==> config.mk <==
export PLATFORM = sky130hd
export DESIGN_NAME = xstat_irq_latch
export DESIGN_NICKNAME = d
export VERILOG_FILES = /design/src/rtl/xsl_pkg.sv /design/src/rtl/xsl_sync.sv /design/src/rtl/xsl_level_track.sv /design/src/rtl/xsl_urun_latch.sv /design/src/rtl/xstat_irq_latch.sv
export SDC_FILE = /design/constraint.sdc
export NUM_CORES = 1
export LEC_CHECK = 0
export ABC_AREA = 1
export CAP_MARGIN = 15
export CELL_PAD_IN_SITES_DETAIL_PLACEMENT = 1
export CELL_PAD_IN_SITES_GLOBAL_PLACEMENT = 2
export CORE_ASPECT_RATIO = 1.1
export CORE_MARGIN = 3
export CORE_UTILIZATION = 27
export CTS_BUF_LIST = sky130_fd_sc_hd__clkbuf_4 sky130_fd_sc_hd__clkbuf_8
export CTS_CLUSTER_SIZE = 25
export DETAILED_ROUTE_END_ITERATION = 6
export PLACE_DENSITY_LB_ADDON = 0.25
export SYNTH_ARGS = -nofsm -noshare
export SYNTH_HDL_FRONTEND = slang
export SYNTH_SLANG_ARGS = --single-unit
==> constraint.sdc <==
create_clock -name clk -period 2.1 [get_ports clk]
set_input_delay 0.315 -clock clk [delete_from_list [all_inputs] [get_ports clk]]
set_output_delay 0.315 -clock clk [all_outputs]
set_load 0.02 [all_outputs]
==> src/rtl/xsl_pkg.sv <==
package xsl_pkg;
  localparam int STAT_W   = 8;
  localparam int BIT_BRK  = 7;
  localparam int BIT_URUN = 6;
  localparam int BIT_CTS  = 5;
  localparam int BIT_SYNC = 4;

  // how a level source decides to re-raise after release
  typedef enum logic {
    TRK_PARITY = 1'b0,
    TRK_ANY    = 1'b1
  } trk_mode_e;
endpackage

==> src/rtl/xsl_sync.sv <==
module xsl_sync #(
  parameter int   STAGES = 2,
  parameter logic IDLE   = 1'b1
) (
  input  logic clk,
  input  logic rst_n,
  input  logic d,
  output logic q
);
  logic [STAGES-1:0] sh;

  always_ff @(posedge clk) begin
    if (!rst_n) sh <= {STAGES{IDLE}};
    else        sh <= {sh[STAGES-2:0], d};
  end

  assign q = sh[STAGES-1];
endmodule

==> src/rtl/xsl_level_track.sv <==
module xsl_level_track
  import xsl_pkg::*;
#(
  parameter trk_mode_e MODE = TRK_PARITY,
  parameter logic      IDLE = 1'b0
) (
  input  logic clk,
  input  logic rst_n,
  input  logic live,
  input  logic ie,
  input  logic hold,
  output logic view,
  output logic req
);
  logic live_d, lat, acc, chg, acc_nx;

  assign chg = live ^ live_d;

  generate
    if (MODE == TRK_PARITY) begin : g_par
      assign acc_nx = acc ^ chg;
      // the toggle flop always equals "live moved away from the latch"
      assert_parity_track_R4 : assert property (@(posedge clk) disable iff (!rst_n)
        acc == (lat ^ live_d));
    end else begin : g_any
      assign acc_nx = acc | chg;
      assert_edge_kept_R6 : assert property (@(posedge clk) disable iff (!rst_n)
        hold && chg |=> acc);
    end
  endgenerate

  always_ff @(posedge clk) begin
    if (!rst_n) begin
      live_d <= IDLE;
      lat    <= IDLE;
      acc    <= 1'b0;
    end else begin
      live_d <= live;
      if (hold) begin
        acc <= acc_nx;
      end else begin
        acc <= 1'b0;
        lat <= live;
      end
    end
  end

  assign req  = ie & acc_nx;
  assign view = ie ? lat : live;

  assert_latch_frozen_R3 : assert property (@(posedge clk) disable iff (!rst_n)
    hold |=> $stable(lat));
endmodule

==> src/rtl/xsl_urun_latch.sv <==
module xsl_urun_latch (
  input  logic clk,
  input  logic rst_n,
  input  logic evt,
  input  logic txdis,
  input  logic sabort,
  input  logic clr,
  input  logic ie,
  input  logic hold,
  output logic bit_q,
  output logic req
);
  logic set_w, rise, miss;

  assign set_w = evt | txdis | sabort;
  assign rise  = set_w & ~bit_q;

  always_ff @(posedge clk) begin
    if (!rst_n) begin
      bit_q <= 1'b1;
      miss  <= 1'b0;
    end else begin
      if (set_w)    bit_q <= 1'b1;
      else if (clr) bit_q <= 1'b0;
      miss <= hold ? (miss | rise) : 1'b0;
    end
  end

  assign req = ie & (miss | rise);

  assert_urun_set_R7 : assert property (@(posedge clk) disable iff (!rst_n)
    set_w |=> bit_q);
  assert_urun_clear_R7 : assert property (@(posedge clk) disable iff (!rst_n)
    clr && !set_w |=> !bit_q);
  assert_urun_no_req_when_high_R8 : assert property (@(posedge clk) disable iff (!rst_n)
    $past(bit_q) && bit_q && !miss |-> !req);
endmodule

==> src/rtl/xstat_irq_latch.sv <==
module xstat_irq_latch
  import xsl_pkg::*;
#(
  parameter int SYNC_STAGES = 2
) (
  input  logic              clk,
  input  logic              rst_n,
  input  logic              brk_lvl,
  input  logic              cts_pin,
  input  logic              sync_pin,
  input  logic              urun_evt,
  input  logic              tx_disable,
  input  logic              send_abort_cmd,
  input  logic              clr_urun_cmd,
  input  logic              clr_stat_cmd,
  input  logic              ie_brk,
  input  logic              ie_urun,
  input  logic              ie_cts,
  input  logic              ie_sync,
  output logic [STAT_W-1:0] stat_byte,
  output logic              irq
);
  logic ip, hold;
  logic cts_s, sync_s;
  logic v_brk, v_cts, v_sync, v_urun;
  logic r_brk, r_cts, r_sync, r_urun, req_any;

  assign hold = ip & ~clr_stat_cmd;

  xsl_sync #(.STAGES(SYNC_STAGES), .IDLE(1'b1)) u_sync_cts (
    .clk(clk), .rst_n(rst_n), .d(cts_pin), .q(cts_s));
  xsl_sync #(.STAGES(SYNC_STAGES), .IDLE(1'b1)) u_sync_sync (
    .clk(clk), .rst_n(rst_n), .d(sync_pin), .q(sync_s));

  xsl_level_track #(.MODE(TRK_PARITY), .IDLE(1'b1)) u_trk_cts (
    .clk(clk), .rst_n(rst_n), .live(cts_s), .ie(ie_cts), .hold(hold),
    .view(v_cts), .req(r_cts));
  xsl_level_track #(.MODE(TRK_PARITY), .IDLE(1'b1)) u_trk_sync (
    .clk(clk), .rst_n(rst_n), .live(sync_s), .ie(ie_sync), .hold(hold),
    .view(v_sync), .req(r_sync));
  xsl_level_track #(.MODE(TRK_ANY), .IDLE(1'b0)) u_trk_brk (
    .clk(clk), .rst_n(rst_n), .live(brk_lvl), .ie(ie_brk), .hold(hold),
    .view(v_brk), .req(r_brk));

  xsl_urun_latch u_urun (
    .clk(clk), .rst_n(rst_n), .evt(urun_evt), .txdis(tx_disable),
    .sabort(send_abort_cmd), .clr(clr_urun_cmd), .ie(ie_urun), .hold(hold),
    .bit_q(v_urun), .req(r_urun));

  assign req_any = r_brk | r_cts | r_sync | r_urun;

  always_ff @(posedge clk) begin
    if (!rst_n)                    ip <= 1'b0;
    else if (!ip || clr_stat_cmd)  ip <= req_any;
  end

  always_comb begin
    stat_byte           = '0;
    stat_byte[BIT_BRK]  = v_brk;
    stat_byte[BIT_URUN] = v_urun;
    stat_byte[BIT_CTS]  = v_cts;
    stat_byte[BIT_SYNC] = v_sync;
  end

  assign irq = ip;

  assert_pending_held_R9 : assert property (@(posedge clk) disable iff (!rst_n)
    ip && !clr_stat_cmd |=> ip);
  assert_irq_has_cause_R2 : assert property (@(posedge clk) disable iff (!rst_n)
    $rose(ip) |-> $past(req_any));
  assert_low_nibble_zero_R1 : assert property (@(posedge clk) disable iff (!rst_n)
    stat_byte[3:0] == 4'h0);
endmodule

==> qor.yml <==
timing:
  timing.final.crit_share_pct: 93.2
  hold_violations: 0
  setup_viol: 0
  fin_ws_ns: 0.143
  setup_tns_ns: 0
  slew_viol_final: 0
  clock_skew_ns: 0.00412
  max_freq_ghz: 0.511
  rsz0062_at_grt: "no"
  layout_min_cycle_time_ns: 1.96
  whs_ns: 0.425
worst_setup_path:
  worstSetupEndpointType: "primary output"
  worst-path-buf-inv: 3
  crit_path_top_delay_cell: "clkdlybuf4s50_1"
  regToRegSetupSlack_ns: 1.03
  critPathMaxStageDelay_ns: 0.62
  worstRegToRegCells: 6
  crit_family: "buffers and inverters"
  r2r_end: "u_trk_cts.lat$_SDFFE_PN1P_"
  crit_end: "stat_byte[7]"
  path_cells: "clkdlybuf4s50_1, inv_1, o21ai_0, clkdlybuf4s50_1"
  critPathKind: "input port to primary output"
  cp-start-kind: "input port"
  critPathMostFrequentCell: "clkdlybuf4s50_1"
  cp.depth: 4
  worstPathMaxFanout: 3
  r2r-start: "irq$_SDFFE_PN0P_"
  crit_start: "brk_lvl"
  required_ns: 1.78
  worstPathArrival_ns: 1.64
logic_synthesis:
  seq_area_frac_synth_pct: 45.9
  synth_area_per_cell_um2: 7.35
  syn_inst: 95
  synth.area.top_cells: "dfxtp_1 46%, nand2_1 13%, buf_4 8.6%"
  synthArstFlopShare_pct: 0
  muxShareOfSynthArea_pct: 0
  synth_top_cells_by_count: "25 x nand2_1, 16 x dfxtp_1, 16 x inv_1"
  synth_top_area_share_pct: 45.9
  yosys_warnings: 0
  synth_xor_area_share_pct: 0
  synth_most_common_cell: "nand2_1"
  synth_compound_area_share_pct: 7.71
  synthesis.area_um2: 698
  synth_edf_count: 0
  synth-main-ff-cell: "dfxtp_1"
  yosys.area_share.simple_pct: 27.1
  synth_adder_area_share_pct: 0
  synth-seq-cells: 16
  netlist-cell-type-count: 14
  synth_top_family_by_area: "simple AND/OR/NAND/NOR gates"
  yosysTopAreaCell: "dfxtp_1"
floorplan:
  die_h_um: 59.3
  dieArea_mm2: 0.00323
  coreArea_mm2: 0.00234
  start_util_pct: 29.8
  boundaryPins: 23
  num_rows: 18
  die_w_um: 54.5
hold_path:
  hp-class: "register to register"
route:
  wl_per_cell_um: 9.77
  final_antenna_net_count: 0
  drt_iter0_markers: 8
  drcViolationCount: 0
  num_vias: 578
  wirelength_mm: 1.39
  first_pass_iters: 4
  avgViaCountPerCell: 4.07
cells_and_area:
  final_layout_size_suffix_gt1_share_pct: 11.6
  area_growth_pct: 29.4
  antenna_cells: 0
  nets: 127
global_routing:
  grt_max_degree: 10
  grt_antenna_before_repair: 0
  track_usage_pct: 10.4
  grt_pass1_wl_mm: 2.41
  overflow: 0
  grt_pass1_vias: 591
power_and_ir_drop:
  power_mw: 0.625
  power_density_mw_per_mm2: 692
  peakVddDrop_mv: 0.328
  p_leak_nw: 0.455
clock_tree:
  post-cts-setup-buffers: 0
  ctsHoldBuffers: 0
  root_buffer: "clkbuf_4"
  clk_pin_slew_ns: 0.10
  numCtsBuffers: 3
  cts_tree: "built"
  cts_buffer_depth: 2
  cts_resized: 0
  cts.sinks: 16
  clk_latency_ns: 0.28
  h-tree-depth: 1
place:
  port_buffers: 18
  gp_congestion: 0.665
  place_ws_ns: 0.125
  dpl.hpwl_mm: 1.15
status:
  status: "complete, no violations"
flow_run:
  maxCapViolations: 0
## layer usage
| layer | GRT usage (%) | routed length (µm) |
|---|---|---|
| met1 | 12.2 | 615 |
| met2 | 17.8 | 699 |
| met3 | 2.27 | 60 |
| met4 | 4.27 | 13 |
| met5 | 0 | 0 |
## registers in the layout, indices dropped and copies added, names as in the netlist
| register | cells |
|---|---|
| u_trk_cts.live_d | 1 |
| u_trk_sync.live_d | 1 |
| u_sync_cts.sh | 2 |
| u_trk_sync.lat | 1 |
| u_trk_cts.acc | 1 |
| u_trk_brk.acc | 1 |
| u_trk_cts.lat | 1 |
| u_urun.miss | 1 |
| irq | 1 |
| u_trk_brk.live_d | 1 |
| u_trk_brk.lat | 1 |
| u_sync_sync.sh | 2 |
| u_trk_sync.acc | 1 |
| u_urun.bit_q | 1 |
## through the flow
step / std cells / utilization, % / area [µm²]
floorplan: 98 / - / 709
global placement: 138 / 37.0 / 867
detailed placement: 138 / 37.0 / 867
CTS: 142 / 38.6 / 903
global route: 142 / 38.6 / 903
finish: 142 / 38.6 / 903
## logic make-up (layout without fill, tap and decap cells)
family | after synthesis | count (layout)
DFF | 16 | 16
AOI/OAI and AO/OA | 9 | 9
other | 1 | 4
and+or+nand+nor | 42 | 42
buffers and inverters | 27 | 41
## cell type report
| cell class | instances | area (µm²) |
|---|---|---|
| Tap cell | 30 | 37.5 |
| Multi-Input combinational cell | 55 | 258 |
| Clock buffer | 4 | 36.3 |
| Timing Repair Buffer | 18 | 180 |
| Inverter | 19 | 71.3 |
| Fill cell | 316 | 1440 |
| Sequential cell | 16 | 320 |
## cell usage in the layout, fill, tap and decap left out
cell and n:
dfxtp_1 16, nor2_4 2, inv_2 3, o21ai_0 4, clkbuf_8 1, nor2_1 6, or2_2 4, nand2_1 25
inv_1 16, clkbuf_4 3, clkdlybuf4s50_1 18, a22o_1 2, conb_1 4, o22ai_1 1, nand3_1 5, a21oi_1 2
## power by group
part / switching [mW] / internal [mW] / total (mW)
Clock: 0.100 / 0.105 / 0.206
Sequential: 0.00596 / 0.316 / 0.322
Combinational: 0.0490 / 0.0483 / 0.0973
Total: 0.155 / 0.470 / 0.625
## worst min-delay path by stage
stage                                     start                     endpoint  slack (ns)  depth (start not counted)
detailed placement  u_sync_cts.sh[0]$_SDFF_PN1_  u_sync_cts.sh[1]$_SDFF_PN1_        0.40                          1
finish              u_sync_cts.sh[0]$_SDFF_PN1_  u_sync_cts.sh[1]$_SDFF_PN1_        0.43                          1
CTS                 u_sync_cts.sh[0]$_SDFF_PN1_  u_sync_cts.sh[1]$_SDFF_PN1_        0.43                          1
global placement    u_sync_cts.sh[0]$_SDFF_PN1_  u_sync_cts.sh[1]$_SDFF_PN1_        0.40                          1
global route        u_sync_cts.sh[0]$_SDFF_PN1_  u_sync_cts.sh[1]$_SDFF_PN1_        0.44                          1
floorplan           u_sync_cts.sh[0]$_SDFF_PN1_  u_sync_cts.sh[1]$_SDFF_PN1_        0.39                          1
(Power assumes the default switching activity.)
